--- src/rtl/quad_dac_pkg.sv ---
package quad_dac_pkg;

  typedef enum logic [3:0] {
    SEL_DATA  = 4'd0,
    SEL_RANGE = 4'd1,
    SEL_POWER = 4'd2,
    SEL_CTRL  = 4'd3
  } reg_sel_e;

  localparam int CH_W     = 3;
  localparam int RNG_W    = 3;
  localparam logic [CH_W-1:0] CH_ALL   = 3'd4;
  localparam logic [CH_W-1:0] CTRL_CFG = 3'd1;
  localparam logic [CH_W-1:0] CTRL_CLR = 3'd4;

  // Range codes at or above 3 are bipolar
  function automatic logic is_bipolar(input logic [RNG_W-1:0] rng);
    return rng >= 3'd3;
  endfunction

endpackage

--- src/rtl/quad_dac_shifter.sv ---
module quad_dac_shifter #(
  parameter int FRAME_W = 24
) (
  input  logic               clk,
  input  logic               rst,
  input  logic               sclk,
  input  logic               sync_n,
  input  logic               sdin,
  input  logic               ldac_n,
  output logic               frame_stb,
  output logic [FRAME_W-1:0] frame_q,
  output logic               frame_ldac
);
  localparam int CNT_W = $clog2(FRAME_W + 2);
  localparam logic [CNT_W-1:0] CNT_MAX  = CNT_W'(FRAME_W + 1);
  localparam logic [CNT_W-1:0] CNT_FULL = CNT_W'(FRAME_W);

  logic               sclk_d, sync_d;
  logic [FRAME_W-1:0] sh;
  logic [CNT_W-1:0]   cnt;

  wire sclk_fall = sclk_d & ~sclk;
  wire sync_fall = sync_d & ~sync_n;
  wire sync_rise = ~sync_d & sync_n;

  always_ff @(posedge clk) begin
    if (rst) begin
      sclk_d     <= 1'b0;
      sync_d     <= 1'b1;
      sh         <= '0;
      cnt        <= '0;
      frame_stb  <= 1'b0;
      frame_q    <= '0;
      frame_ldac <= 1'b1;
    end else begin
      sclk_d     <= sclk;
      sync_d     <= sync_n;
      frame_stb  <= sync_rise && (cnt == CNT_FULL);
      frame_ldac <= ldac_n;
      if (sync_rise) frame_q <= sh;
      if (sync_fall) begin
        cnt <= '0;
      end else if (!sync_n && sclk_fall) begin
        sh <= {sh[FRAME_W-2:0], sdin};
        if (cnt != CNT_MAX) cnt <= cnt + 1'b1;
      end
    end
  end
endmodule

--- src/rtl/quad_dac_chan.sv ---
module quad_dac_chan
  import quad_dac_pkg::*;
#(
  parameter int DATA_W = 12
) (
  input  logic              clk,
  input  logic              rst,
  input  logic              wr_in,
  input  logic              wr_now,
  input  logic              ld_all,
  input  logic              clr,
  input  logic [DATA_W-1:0] clr_code,
  input  logic [DATA_W-1:0] din,
  input  logic              wr_rng,
  input  logic [RNG_W-1:0]  rng_in,
  input  logic              twos_comp,
  output logic [DATA_W-1:0] dac_q
);
  logic [DATA_W-1:0] in_q;
  logic [RNG_W-1:0]  rng_q;

  localparam logic [DATA_W-1:0] MSB_MASK = {1'b1, {(DATA_W-1){1'b0}}};

  wire flip = is_bipolar(rng_q) & twos_comp;
  wire [DATA_W-1:0] now_code  = flip ? (din ^ MSB_MASK) : din;
  wire [DATA_W-1:0] held_code = flip ? (in_q ^ MSB_MASK) : in_q;

  always_ff @(posedge clk) begin
    if (rst) begin
      in_q  <= '0;
      rng_q <= '0;
      dac_q <= '0;
    end else begin
      if (wr_in)  in_q  <= din;
      if (wr_rng) rng_q <= rng_in;
      if (clr)         dac_q <= clr_code;
      else if (wr_now) dac_q <= now_code;
      else if (ld_all) dac_q <= held_code;
    end
  end
endmodule

--- src/rtl/quad_dac_ctrl.sv ---
module quad_dac_ctrl
  import quad_dac_pkg::*;
#(
  parameter int NUM_CH  = 4,
  parameter int DATA_W  = 12,
  parameter int FRAME_W = 24
) (
  input  logic                     clk,
  input  logic                     rst,
  input  logic                     sclk,
  input  logic                     sync_n,
  input  logic                     sdin,
  input  logic                     ldac_n,
  input  logic                     clr_n,
  input  logic                     twos_comp,
  output logic [NUM_CH*DATA_W-1:0] dac_codes,
  output logic [NUM_CH-1:0]        chan_pwr
);
  localparam int PAY_W   = FRAME_W - 8;
  localparam int CH_LSB  = PAY_W;
  localparam int SEL_LSB = CH_LSB + CH_W;
  localparam int RW_BIT  = FRAME_W - 1;
  localparam logic [DATA_W-1:0] MID_CODE = {1'b1, {(DATA_W-1){1'b0}}};

  logic               fr_stb, fr_ldac;
  logic [FRAME_W-1:0] fr_word;
  logic               ldac_d, clr_sel_q;
  logic [NUM_CH-1:0]  pwr_q;

  quad_dac_shifter #(.FRAME_W(FRAME_W)) u_shift (
    .clk(clk), .rst(rst), .sclk(sclk), .sync_n(sync_n), .sdin(sdin),
    .ldac_n(ldac_n), .frame_stb(fr_stb), .frame_q(fr_word),
    .frame_ldac(fr_ldac)
  );

  wire              wr_ok = fr_stb & ~fr_word[RW_BIT];
  wire [3:0]        rsel  = fr_word[SEL_LSB +: 4];
  wire [CH_W-1:0]   ch    = fr_word[CH_LSB +: CH_W];
  wire [PAY_W-1:0]  pay   = fr_word[PAY_W-1:0];
  wire [DATA_W-1:0] code  = pay[PAY_W-1 -: DATA_W];

  wire clr_cmd   = wr_ok && rsel == SEL_CTRL && ch == CTRL_CLR;
  wire clr_force = ~clr_n | clr_cmd;
  wire ld_all    = ldac_d & ~ldac_n & sync_n & clr_n;
  wire [DATA_W-1:0] clr_code = clr_sel_q ? MID_CODE : '0;

  always_ff @(posedge clk) begin
    if (rst) begin
      ldac_d    <= 1'b1;
      pwr_q     <= '0;
      clr_sel_q <= 1'b0;
    end else begin
      ldac_d <= ldac_n;
      if (wr_ok && rsel == SEL_POWER) pwr_q <= pay[NUM_CH-1:0];
      if (wr_ok && rsel == SEL_CTRL && ch == CTRL_CFG) clr_sel_q <= pay[0];
    end
  end

  assign chan_pwr = pwr_q;

  for (genvar i = 0; i < NUM_CH; i++) begin : g_ch
    wire hit    = (ch == CH_W'(i)) || (ch == CH_ALL);
    wire wr_in  = wr_ok && rsel == SEL_DATA && hit && pwr_q[i];
    wire wr_rng = wr_ok && rsel == SEL_RANGE && hit;
    quad_dac_chan #(.DATA_W(DATA_W)) u_chan (
      .clk(clk), .rst(rst),
      .wr_in(wr_in), .wr_now(wr_in & ~fr_ldac), .ld_all(ld_all),
      .clr(clr_force), .clr_code(clr_code), .din(code),
      .wr_rng(wr_rng), .rng_in(pay[RNG_W-1:0]), .twos_comp(twos_comp),
      .dac_q(dac_codes[i*DATA_W +: DATA_W])
    );
  end
endmodule

--- config.mk ---
export PLATFORM = sky130hd
export DESIGN_NAME = quad_dac_ctrl
export DESIGN_NICKNAME = d
export VERILOG_FILES = /design/src/rtl/quad_dac_pkg.sv /design/src/rtl/quad_dac_shifter.sv /design/src/rtl/quad_dac_chan.sv /design/src/rtl/quad_dac_ctrl.sv
export SDC_FILE = /design/constraint.sdc
export NUM_CORES = 1
export LEC_CHECK = 0
export CORE_MARGIN = 2
export CORE_UTILIZATION = 55
export CTS_CLUSTER_SIZE = 12
export DETAILED_ROUTE_END_ITERATION = 8
export DONT_BUFFER_PORTS = 1
export GPL_ROUTABILITY_DRIVEN = 0
export PLACE_DENSITY = 0.77
export SLEW_MARGIN = 15
export SYNTH_ARGS = -nofsm -noshare
export SYNTH_HDL_FRONTEND = slang
export SYNTH_HIERARCHICAL = 1
export SYNTH_SLANG_ARGS = --single-unit
--- constraint.sdc ---
create_clock -name clk -period 5.6 [get_ports clk]
set_input_delay 0.28 -clock clk [delete_from_list [all_inputs] [get_ports clk]]
set_output_delay 0.28 -clock clk [all_outputs]
set_load 0.01 [all_outputs]
==> qor.yml <==
status:
  status: "complete, no violations"
routing:
  drc: 0
  ant_nets: 0
  firstDrtPassIters: 5
  via_count: 5770
  routed_wl_um: 16650
  routedWlPerCell_um: 16.21
  avgViaCountPerCell: 5.618
  drtIter0Drc: 354
cts:
  h-tree-depth: 4
  cts_made_buffers: 17
  root_buffer: "clkbuf_16"
  clk_pin_slew_ps: 60
  cts_tree: "built"
  cts_resized: 0
  clk_latency_ps: 430
  cts.sinks: 171
  post_cts_buffers: 0
  cts_buffer_depth: 2
grt:
  grt_pass1_vias: 5496
  grt_max_degree: 147
  antenna_found_initial: 0
  gr-total-overflow: 0
  grt_use_total_pct: 23.30
  grt_pass1_wl_um: 27170
critical_path:
  startpoint: "u_shift/frame_q[23]$_SDFFE_PP0P_"
  critPathKind: "flop to flop"
  r2r-start: "u_shift/frame_q[23]$_SDFFE_PP0P_"
  rrSetupSlack_ps: 2560
  arrival_ps: 3390
  cp_slowest_stage_delay_ps: 790
  crit_path_end_kind: "flop"
  cp_max_fo: 33
  cp-endpoint: "g_ch[1].u_chan/dac_q[6]$_SDFFE_PP0P_"
  start_kind: "flop"
  crit-reg2reg-capture: "g_ch[1].u_chan/dac_q[6]$_SDFFE_PP0P_"
  rr_worst_depth: 7
  cp_cell_sequence: "nor4b_4, nand3_1, o21ai_4, buf_4, nor3_2, or2_1, o21ai_1"
  worstPathRequired_ps: 5950
  slowest_stage: "o21ai_4"
cells_and_area:
  synthToLayoutAreaGrowth_pct: 9.034
  antennaDiodeCount: 0
  final_common_cell: "dfxtp_1"
  final_cell_mix: "dfxtp_1 (171), nand2_1 (124), mux2i_1 (84)"
  fin_util_pct: 61.89
  nets: 854
  drive_gt1_share_pct: 5.405
floorplan:
  io_pins: 60
  core-area_mm2: 0.01335
  fp-row-count: 42
  start_util_pct: 56.76
  die_w_um: 121.4
  die_y_um: 121.4
  die-area_mm2: 0.01473
timing:
  slew_violations: 0
  setup_viol: 0
  hold_violations: 0
  whs_ps: 33.85
  finalCriticalPeriod_ps: 3036
  grt_setup_unrepaired: "no"
  fmax_mhz: 329.3
  tightest_slew_ps: 989.2
  clock_skew_ps: 6.018
  max_slew_margin_pct: 33.80
  setup_ws_ps: 2564
  setup_tns_ps: 0
  finalCritPeriodShare_pct: 54.22
synth:
  synthArstFlopShare_pct: 0
  synth_edf_count: 0
  yosysWarnings: 6
  avgSynthCellArea_um2: 9.128
  netlist_area_mm2: 0.007576
  synth_top_flop_cell: "dfxtp_1"
  seq_area_frac_synth_pct: 45.19
  synth-seq-cells: 171
  syn_inst: 830
  synth_cell_types: 48
placement:
  dpl.hpwl_um: 10010
  port_buffers: 0
  dp_slack_ps: 2568
pwr:
  p_leak_nw: 2.934
  peakVddDrop_uv: 194.2
  power.density_mw_per_mm2: 287.6
min_path:
  min_from: "rst"
  hp-class: "input port to flop"
flow_run:
  max_cap_viol_count: 0
-- worst max-delay path, delay by kind of cell, from the launching register on --
kind / cells / cell delay (ps)
AOI/OAI and AO/OA: 2 / 950
DFF: 1 / 340
and+or+nand+nor: 4 / 1150
buffers and inverters: 1 / 490
-- per-layer routing --
| layer | wire length, µm | part of all wire, % | track usage (%) |
|---|---|---|---|
| met1 | 7851 | 47 | 30.86 |
| met5 | 0 | 0 | 0 |
| met3 | 689 | 4.1 | 5.216 |
| met2 | 7810 | 47 | 37.32 |
| met4 | 296 | 1.8 | 8.477 |
-- kinds of logic after synthesis --
kind of cell / share of synthesized area (%)
compound gates: 14.76
xor+xnor: 0.2313
fa+ha+maj: 0.4955
buf+inv: 4.426
flops: 45.19
mux: 14.07
other cells: 0.04950
simple gates: 20.78
-- stage by stage --
step	power (mW)	cell area (µm²)	cells
2_1_floorplan	1.356	7737	873
3_3_place_gp	1.352	7682	994
3_5_place_dp	1.354	7682	994
4_1_cts	2.393	8249	1026
5_1_grt	2.451	8260	1027
6_report	2.376	8260	1027
-- worst min-delay path by stage --
stage	to	slack [ps]	cells after the start
3_5_place_dp	g_ch[3].u_chan/dac_q[10]$_SDFFE_PP0P_	370	1
5_1_grt	g_ch[3].u_chan/dac_q[4]$_SDFFE_PP0P_	30	2
6_report	g_ch[1].u_chan/dac_q[0]$_SDFFE_PP0P_	30	2
4_1_cts	u_shift/sync_d$_SDFF_PP1_	10	2
3_3_place_gp	g_ch[3].u_chan/in_q[8]$_SDFFE_PP0P_	360	1
2_1_floorplan	chan_pwr[0]$_SDFFE_PP0P_	350	1
-- registers in the layout (all words and copies together) (netlist names), 4 cells and up --
name and count:
u_shift/cnt 5, chan_pwr 4, u_shift/frame_q 24, g_ch.u_chan/dac_q 48
g_ch.u_chan/in_q 48, g_ch.u_chan/rng_q 12, u_shift/sh 24
-- area by class of cell --
type                            instances  area, µm²
Clock buffer                           24      481.7
Clock inverter                          3      17.52
Fill cell                            1151       5087
Inverter                                5      18.77
Multi-Input combinational cell        638       3990
Sequential cell                       171       3423
Tap cell                              176      220.2
Timing Repair Buffer                   10      108.9
-- where the power goes --
group	switching [mW]	internal, mW	total [mW]	leakage (nW)
Clock	0.440	0.588	1.03	0.244
Combinational	0.0604	0.0317	0.0921	1.31
Sequential	0.0206	1.23	1.26	1.38
-- cells in the mapped netlist (3+ instances only) --
cell | instances | area (µm²)
dfxtp_1 | 171 | 3423
nand2_1 | 124 | 465.5
mux2i_1 | 84 | 840.8
a21oi_1 | 80 | 400.4
nor2_1 | 68 | 255.2
nand3b_1 | 45 | 337.8
a21o_1 | 28 | 210.2
buf_2 | 28 | 140.1
a22oi_1 | 24 | 180.2
clkbuf_1 | 22 | 82.58
mux2_1 | 20 | 225.2
o21ai_1 | 20 | 100.1
and3_1 | 11 | 68.82
o21ai_0 | 10 | 50.05
nor2b_1 | 8 | 50.05
buf_6 | 7 | 78.83
inv_1 | 5 | 18.77
nand3_1 | 5 | 25.02
nor3_2 | 5 | 50.05
o211ai_1 | 5 | 37.54
a211oi_1 | 4 | 30.03
and2_4 | 4 | 35.03
nand2b_1 | 4 | 25.02
nor3_1 | 4 | 20.02
nor4b_1 | 4 | 35.03
o211a_1 | 4 | 40.04
o32ai_1 | 4 | 35.03
or2_1 | 4 | 25.02
ha_1 | 3 | 37.54
-- repair_timing --
action / in CTS / in global routing
hold endpoints to repair: 147 / 0
hold buffers: 5 / 0
endpoints found under the setup margin: 0 / 0
Note: power is estimated with default switching activity, not from simulation.
